`src/rtl/wdog_pkg.sv`:
```
package wdog_pkg;
  parameter int unsigned WDG_CNT_W      = 16;
  parameter int unsigned WDG_REL_W      = 8;
  parameter int unsigned WDG_FAST_LOG2  = 1;
  parameter int unsigned WDG_SLOW_LOG2  = 7;
  parameter int unsigned WDG_RST_CYCLES = 16;

  typedef enum logic {
    PRE_FAST = 1'b0,
    PRE_SLOW = 1'b1
  } presel_e;
endpackage

```
`src/rtl/wdog_cfg.sv`:
```
module wdog_cfg
  import wdog_pkg::*;
#(
  parameter int unsigned REL_W = WDG_REL_W
) (
  input  logic             clk,
  input  logic             rst_n,
  input  logic             dis_i,
  input  logic             einit_i,
  input  logic             cfg_we_i,
  input  logic             cfg_slow_i,
  input  logic [REL_W-1:0] cfg_reload_i,
  output logic             enabled_o,
  output logic             locked_o,
  output presel_e          presel_o,
  output logic [REL_W-1:0] reload_o
);
  logic             enabled_q;
  logic             locked_q;
  presel_e          presel_q;
  logic [REL_W-1:0] reload_q;

  // Writes in the same cycle as einit_i are still accepted, because the lock is registered.
  always_ff @(posedge clk or negedge rst_n) begin
    if (!rst_n) begin
      enabled_q <= 1'b1;
      locked_q  <= 1'b0;
      presel_q  <= PRE_FAST;
      reload_q  <= '0;
    end else begin
      if (einit_i) locked_q <= 1'b1;
      if (!locked_q && dis_i) enabled_q <= 1'b0;
      if (!locked_q && cfg_we_i) begin
        presel_q <= cfg_slow_i ? PRE_SLOW : PRE_FAST;
        reload_q <= cfg_reload_i;
      end
    end
  end

  assign enabled_o = enabled_q;
  assign locked_o  = locked_q;
  assign presel_o  = presel_q;
  assign reload_o  = reload_q;

  assert_lock_sticky_R9: assert property (@(posedge clk) disable iff (!rst_n)
    locked_q |=> locked_q);
  assert_cfg_frozen_R9: assert property (@(posedge clk) disable iff (!rst_n)
    locked_q |=> ($stable(reload_q) && $stable(presel_q)));
  assert_no_reenable_R7: assert property (@(posedge clk) disable iff (!rst_n)
    !enabled_q |=> !enabled_q);
  assert_enable_kept_R8: assert property (@(posedge clk) disable iff (!rst_n)
    (locked_q && enabled_q) |=> enabled_q);
endmodule

```
`src/rtl/wdog_prescaler.sv`:
```
module wdog_prescaler
  import wdog_pkg::*;
#(
  parameter int unsigned FAST_LOG2 = WDG_FAST_LOG2,
  parameter int unsigned SLOW_LOG2 = WDG_SLOW_LOG2
) (
  input  logic    clk,
  input  logic    rst_n,
  input  logic    run_i,
  input  logic    clear_i,
  input  presel_e presel_i,
  output logic    tick_o
);
  localparam int unsigned PH_W = (SLOW_LOG2 > 0) ? SLOW_LOG2 : 1;

  logic [PH_W-1:0] phase_q;
  logic            fast_hit;
  logic            slow_hit;

  always_ff @(posedge clk or negedge rst_n) begin
    if (!rst_n)        phase_q <= '0;
    else if (clear_i)  phase_q <= '0;
    else if (run_i)    phase_q <= phase_q + 1'b1;
  end

  generate
    if (FAST_LOG2 == 0) begin : g_fast_every
      assign fast_hit = 1'b1;
    end else begin : g_fast_div
      assign fast_hit = &phase_q[FAST_LOG2-1:0];
    end
    if (SLOW_LOG2 == 0) begin : g_slow_every
      assign slow_hit = 1'b1;
    end else begin : g_slow_div
      assign slow_hit = &phase_q[SLOW_LOG2-1:0];
    end
  endgenerate

  assign tick_o = run_i && !clear_i && ((presel_i == PRE_SLOW) ? slow_hit : fast_hit);
endmodule

```
`src/rtl/wdog_counter.sv`:
```
module wdog_counter
  import wdog_pkg::*;
#(
  parameter int unsigned CNT_W = WDG_CNT_W,
  parameter int unsigned REL_W = WDG_REL_W
) (
  input  logic             clk,
  input  logic             rst_n,
  input  logic             hold_i,
  input  logic             svc_i,
  input  logic             tick_i,
  input  logic [REL_W-1:0] reload_i,
  output logic [CNT_W-1:0] count_o,
  output logic             ovf_o
);
  localparam int unsigned LOW_W = CNT_W - REL_W;

  logic [CNT_W-1:0] count_q;

  always_ff @(posedge clk or negedge rst_n) begin
    if (!rst_n)       count_q <= '0;
    else if (hold_i)  count_q <= '0;
    else if (svc_i)   count_q <= {reload_i, {LOW_W{1'b0}}};
    else if (tick_i)  count_q <= count_q + 1'b1;
  end

  // Servicing wins over a terminal tick on the same edge.
  assign ovf_o   = tick_i && !svc_i && !hold_i && (&count_q);
  assign count_o = count_q;
endmodule

```
`src/rtl/wdog_rst_pulse.sv`:
```
module wdog_rst_pulse
  import wdog_pkg::*;
#(
  parameter int unsigned RST_CYCLES = WDG_RST_CYCLES
) (
  input  logic clk,
  input  logic rst_n,
  input  logic por_n,
  input  logic ovf_i,
  output logic active_o,
  output logic cause_o
);
  localparam int unsigned PW = $clog2(RST_CYCLES + 1);

  logic [PW-1:0] left_q;
  logic          cause_q;
  logic [PW:0]   chk_len;

  always_ff @(posedge clk or negedge rst_n) begin
    if (!rst_n)              left_q <= '0;
    else if (ovf_i)          left_q <= PW'(RST_CYCLES);
    else if (left_q != '0)   left_q <= left_q - 1'b1;
  end

  always_ff @(posedge clk or negedge por_n) begin
    if (!por_n)      cause_q <= 1'b0;
    else if (ovf_i)  cause_q <= 1'b1;
  end

  assign active_o = (left_q != '0);
  assign cause_o  = cause_q;

  // Checker: length of the current low phase.
  always_ff @(posedge clk or negedge rst_n) begin
    if (!rst_n)         chk_len <= '0;
    else if (active_o)  chk_len <= chk_len + 1'b1;
    else                chk_len <= '0;
  end

  assert_pulse_len_R6: assert property (@(posedge clk) disable iff (!rst_n)
    $fell(active_o) |-> (chk_len == (PW+1)'(RST_CYCLES)));
  assert_cause_sticky_R10: assert property (@(posedge clk) disable iff (!por_n)
    cause_q |=> cause_q);
  assert_cause_on_pulse_R10: assert property (@(posedge clk) disable iff (!rst_n)
    $rose(active_o) |-> cause_q);
endmodule

```
`src/rtl/wdog_lockable.sv`:
```
module wdog_lockable
  import wdog_pkg::*;
#(
  parameter int unsigned CNT_W      = WDG_CNT_W,
  parameter int unsigned REL_W      = WDG_REL_W,
  parameter int unsigned FAST_LOG2  = WDG_FAST_LOG2,
  parameter int unsigned SLOW_LOG2  = WDG_SLOW_LOG2,
  parameter int unsigned RST_CYCLES = WDG_RST_CYCLES
) (
  input  logic             clk,
  input  logic             rst_n,
  input  logic             por_n,
  input  logic             svc_i,
  input  logic             einit_i,
  input  logic             dis_i,
  input  logic             cfg_we_i,
  input  logic             cfg_slow_i,
  input  logic [REL_W-1:0] cfg_reload_i,
  output logic [CNT_W-1:0] count_o,
  output logic             reset_req_o,
  output logic             rst_out_n_o,
  output logic             wdt_cause_o
);
  localparam int unsigned LOW_W = CNT_W - REL_W;

  logic             rst_sys_n;
  logic             enabled;
  logic             locked;
  presel_e          presel;
  logic [REL_W-1:0] reload;
  logic             in_pulse;
  logic             run;
  logic             tick;
  logic             ovf;

  assign rst_sys_n = rst_n & por_n;
  assign run       = enabled && !in_pulse;

  wdog_cfg #(.REL_W(REL_W)) u_cfg (
    .clk          (clk),
    .rst_n        (rst_sys_n),
    .dis_i        (dis_i),
    .einit_i      (einit_i),
    .cfg_we_i     (cfg_we_i),
    .cfg_slow_i   (cfg_slow_i),
    .cfg_reload_i (cfg_reload_i),
    .enabled_o    (enabled),
    .locked_o     (locked),
    .presel_o     (presel),
    .reload_o     (reload)
  );

  wdog_prescaler #(.FAST_LOG2(FAST_LOG2), .SLOW_LOG2(SLOW_LOG2)) u_pre (
    .clk      (clk),
    .rst_n    (rst_sys_n),
    .run_i    (run),
    .clear_i  (svc_i || in_pulse),
    .presel_i (presel),
    .tick_o   (tick)
  );

  wdog_counter #(.CNT_W(CNT_W), .REL_W(REL_W)) u_cnt (
    .clk      (clk),
    .rst_n    (rst_sys_n),
    .hold_i   (in_pulse),
    .svc_i    (svc_i),
    .tick_i   (tick),
    .reload_i (reload),
    .count_o  (count_o),
    .ovf_o    (ovf)
  );

  wdog_rst_pulse #(.RST_CYCLES(RST_CYCLES)) u_pulse (
    .clk      (clk),
    .rst_n    (rst_sys_n),
    .por_n    (por_n),
    .ovf_i    (ovf),
    .active_o (in_pulse),
    .cause_o  (wdt_cause_o)
  );

  assign reset_req_o = in_pulse;
  assign rst_out_n_o = !in_pulse;

  assert_svc_loads_R4: assert property (@(posedge clk) disable iff (!rst_sys_n)
    (svc_i && !in_pulse) |=> (count_o == {$past(reload), {LOW_W{1'b0}}}));
  assert_ovf_pulls_low_R5: assert property (@(posedge clk) disable iff (!rst_sys_n)
    ovf |=> !rst_out_n_o);
  assert_fall_needs_ovf_R5: assert property (@(posedge clk) disable iff (!rst_sys_n)
    $fell(rst_out_n_o) |-> $past(ovf));
  assert_frozen_when_off_R7: assert property (@(posedge clk) disable iff (!rst_sys_n)
    (!enabled && !svc_i) |=> $stable(count_o));
  assert_pulse_zero_R12: assert property (@(posedge clk) disable iff (!rst_sys_n)
    in_pulse |-> (count_o == '0));
endmodule

```
`config.mk`:
```
export PLATFORM = sky130hd
export DESIGN_NAME = wdog_lockable
export DESIGN_NICKNAME = d
export VERILOG_FILES = /design/src/rtl/wdog_pkg.sv /design/src/rtl/wdog_cfg.sv /design/src/rtl/wdog_prescaler.sv /design/src/rtl/wdog_counter.sv /design/src/rtl/wdog_rst_pulse.sv /design/src/rtl/wdog_lockable.sv
export SDC_FILE = /design/constraint.sdc
export NUM_CORES = 1
export LEC_CHECK = 0
export CORE_ASPECT_RATIO = 1.1
export CORE_UTILIZATION = 50
export DETAILED_ROUTE_END_ITERATION = 10
export PLACE_DENSITY = 0.87
export SETUP_SLACK_MARGIN = 0.5
export SKIP_LAST_GASP = 1
export SYNTH_ARGS = -nofsm -noshare
export SYNTH_HDL_FRONTEND = slang
export SYNTH_SLANG_ARGS = --single-unit
```
`constraint.sdc`:
```
create_clock -name clk -period 5.9 [get_ports clk]
set_clock_uncertainty 0.2 [all_clocks]
set_input_delay 1.18 -clock clk [delete_from_list [all_inputs] [get_ports clk]]
set_output_delay 1.18 -clock clk [all_outputs]
set_load 0.05 [all_outputs]
```
==> flow_summary.toml <==
[finish]
final_cell_area_um2 = 2449
layout-drive-gt1-share = 0.09589
syn2layout_area_growth_pct = 23.63
num_antenna_cells = 0
nFillCells = 286
nets = 238

[synth]
synth.most_common_cell = "dfrtp_1"
ys_types = 37
postSynthAreaPerCell_um2 = 10.71
synthArstFlopShare = 1.000
synth_cells = 185
synth-simple-area-share = 0.2097
synth_fp_nets = 205
synth_top_area_cell = "dfrtp_1"
synth_area_leaders = "dfrtp_1 (49%), xnor2_1 (5.7%), mux2_1 (5.7%)"
synth_edf_count = 0
syn_area_um2 = 1981
synth_top_family_by_area = "simple AND/OR/NAND/NOR gates"
synthAdderAreaFrac = 0.02527
synth-compound-area-share = 0.07075
yosys_warnings = 0
synth-main-ff-cell = "dfrtp_1"
synth_commonest_cells = "dfrtp_1 (39), nor2_1 (16), nand2_1 (15)"
synthXorXnorAreaFrac = 0.09286
netlist.area_leader.share = 0.4927
ys_ff_latch = 40
synth.yosys.seq_area_share = 0.5060
synth_mux_area_frac = 0.06191

[cts]
ctsResizeCount = 0
cts_tree = "built"
htree_levels = 2
cts_buffers = 5
clock-sinks = 40
hold_buffers = 0
clock_latency_ns = 0.29
clk_root_buffer_cell = "clkbuf_8"
clk_pin_slew_worst_paths_ns = 0.07
cts_setup_buffers = 0
clockBufferDepth = 2

[timing]
post-route-worst-setup-slack_ns = 1.825
fin_crit_sh = 0.6907
fin_hold_ws_ns = 0.2710
relSlewSlack = 0.4157
layout_min_cycle_time_ns = 4.075
tns_ns = 0
slew_violations = 0
rsz0062_at_grt = "no"
hold_viol = 0
fmax_ghz = 0.2454
worst_pin_slew_ns = 0.8765
setup_viol_count_final = 0

[die]
start_util = 0.5335
die_h_um = 68.01
chipWidth_um = 62.01
fp.dieArea_um2 = 4217
core_area_um2 = 3712
io_pins = 35
row_count = 23

[routing]
postRouteAntennaNets = 0
routed-wl-met3_um = 128
drc = 0
vias_per_cell = 5.349
wl_met2_um = 1685
dr_total_vias = 1439
drt-total-wl_um = 3528
highest_layer = "met4"
wirelength_met1_um = 1630
firstDrtPassIters = 4
wl_per_cell_um = 13.12
drt_iter0_drc = 59

[global_routing]
grt_overflow = 0
grt_pass1_vias = 1462
grt_max_degree = 40
grt_pass1_wl_um = 6099
grt_util_all_layers = 0.2025
antenna_found_initial = 0

[place]
post-place-ws_ns = 2.168
detailed_place_hpwl_um = 2504
place_congestion = 0.7719
placed_area_um2 = 2341
port_buffers = 34

[power_and_ir_drop]
p_comb_frac = 0.130
power_switching_mw = 0.1498
ir_drop_v = 0.0001906
seqPwrFrac = 0.507
p_leak_nw = 1.009
internal-power_mw = 0.4463
clockPowerShare = 0.363
p_per_area_nw_per_um2 = 243.4
swShare = 0.2513

[setup_path]
setup.worst_path.end_class = "output pin"
critPathKind = "flip-flop to output pin"
worstPathArrival_ns = 2.70
r2r_cells = 6
cp_max_fo = 13
worstPathRequired_ns = 4.52
start_kind = "flip-flop"

[min_path]
hold_depth = 1
hold_class = "flip-flop to flip-flop"

[job]
drv_cap = 0

[run_status]
outcome = "finished, final reports clean"
[state kept, by name, indices dropped and copies added, names as in the netlist]
name / flops
u_pulse.cause_o: 1
u_pre.phase_q: 7
u_cfg.enabled_o: 1
u_cfg.presel_o: 1
u_cfg.locked_o: 1
u_cnt.count_o: 16
u_cfg.reload_o: 8
u_pulse.left_q: 5
[worst max-delay path, stage by stage, from the launching register on]
cell and delay [ns]:
dfrtp_1 0.40, inv_1 0.11, ha_1 0.20, or4b_1 0.61, inv_2 0.23, clkdlybuf4s50_1 0.85
[cell families (layout without fill, tap and decap cells)]
group / Yosys count / in the layout
buffers and inverters: 14 / 48
XOR/XNOR: 21 / 21
adder cells (fa/ha/maj): 4 / 4
flip-flops: 40 / 40
AO/OA/AOI/OAI: 26 / 26
multiplexers: 11 / 11
AND/OR/NAND/NOR: 69 / 69
[placed cells by master, fill, tap and decap left out]
cell type / n
clkbuf_8: 5
or4b_1: 1
a21oi_1: 13
clkdlybuf4s50_1: 34
inv_1: 4
clkbuf_1: 1
and3_1: 2
nand3_1: 4
xnor2_1: 13
nor2_1: 16
a21boi_0: 1
or3_1: 1
mux2_1: 10
ha_1: 4
o22ai_1: 1
dfstp_2: 1
nor4_2: 6
and2_2: 1
nor3b_1: 1
clkinv_2: 1
or2_2: 1
a211oi_1: 1
nand2b_1: 1
nand4_4: 1
nand2_1: 15
xor2_1: 8
mux2i_1: 1
dfrtp_1: 39
nor3_2: 2
nor3_1: 3
o22a_1: 1
nor2b_1: 1
inv_2: 2
bufinv_16: 1
nand4_1: 11
and4_1: 2
o21ai_0: 9
[stage by stage]
| step | power, mW | cells | utilization |
|---|---|---|---|
| 2_1_floorplan | 0.3531 | 185 | - |
| 3_3_place_gp | 0.3837 | 261 | 0.6306 |
| 3_5_place_dp | 0.3854 | 261 | 0.6306 |
| 4_1_cts | 0.6025 | 269 | 0.6596 |
| 5_1_grt | 0.6231 | 269 | 0.6596 |
| 6_report | 0.5961 | 269 | 0.6596 |
[routing by layer]
| layer | vias to the layer above | GRT usage |
|---|---|---|
| met5 | - | 0 |
| met4 | 0 | 0.1167 |
| met3 | 10 | 0.05104 |
| met2 | 34 | 0.3205 |
| met1 | 679 | 0.2472 |
| li1 | 716 | - |
[layout make-up]
cell class | instances | area, µm² | share of cell area
multi-input combinational | 131 | 913.4 | 0.3730
tap | 50 | 62.56 | 0.02555
clock inverter | 2 | 35.03 | 0.01431
inverter | 6 | 22.52 | 0.009198
sequential | 40 | 1002 | 0.4093
clock buffer | 6 | 72.57 | 0.02964
timing repair buffer | 34 | 340.3 | 0.1390
[final timing paths]
check / startpoint / endpoint / slack [ns]
max: u_pulse.left_q[0] / rst_out_n_o / 1.82
min: u_pulse.cause_o / u_pulse.cause_o / 0.27
max reg2reg: u_pulse.left_q[0] / u_pre.phase_q[6] / 3.50
min reg2reg: u_pulse.cause_o / u_pulse.cause_o / 0.27
max in group asynchronous: por_n / u_cnt.count_o[11] / 3.60
min in group asynchronous: por_n / u_pulse.cause_o / 0.84
[power groups by stage]
stage	sequential, mW	combinational (mW)	clock, mW
2_1_floorplan	0.329	0.0242	0
3_3_place_gp	0.307	0.0770	0
3_5_place_dp	0.307	0.0784	0
4_1_cts	0.302	0.0787	0.222
5_1_grt	0.304	0.0839	0.235
6_report	0.302	0.0776	0.217
Note: power is estimated with default switching activity, not from simulation.
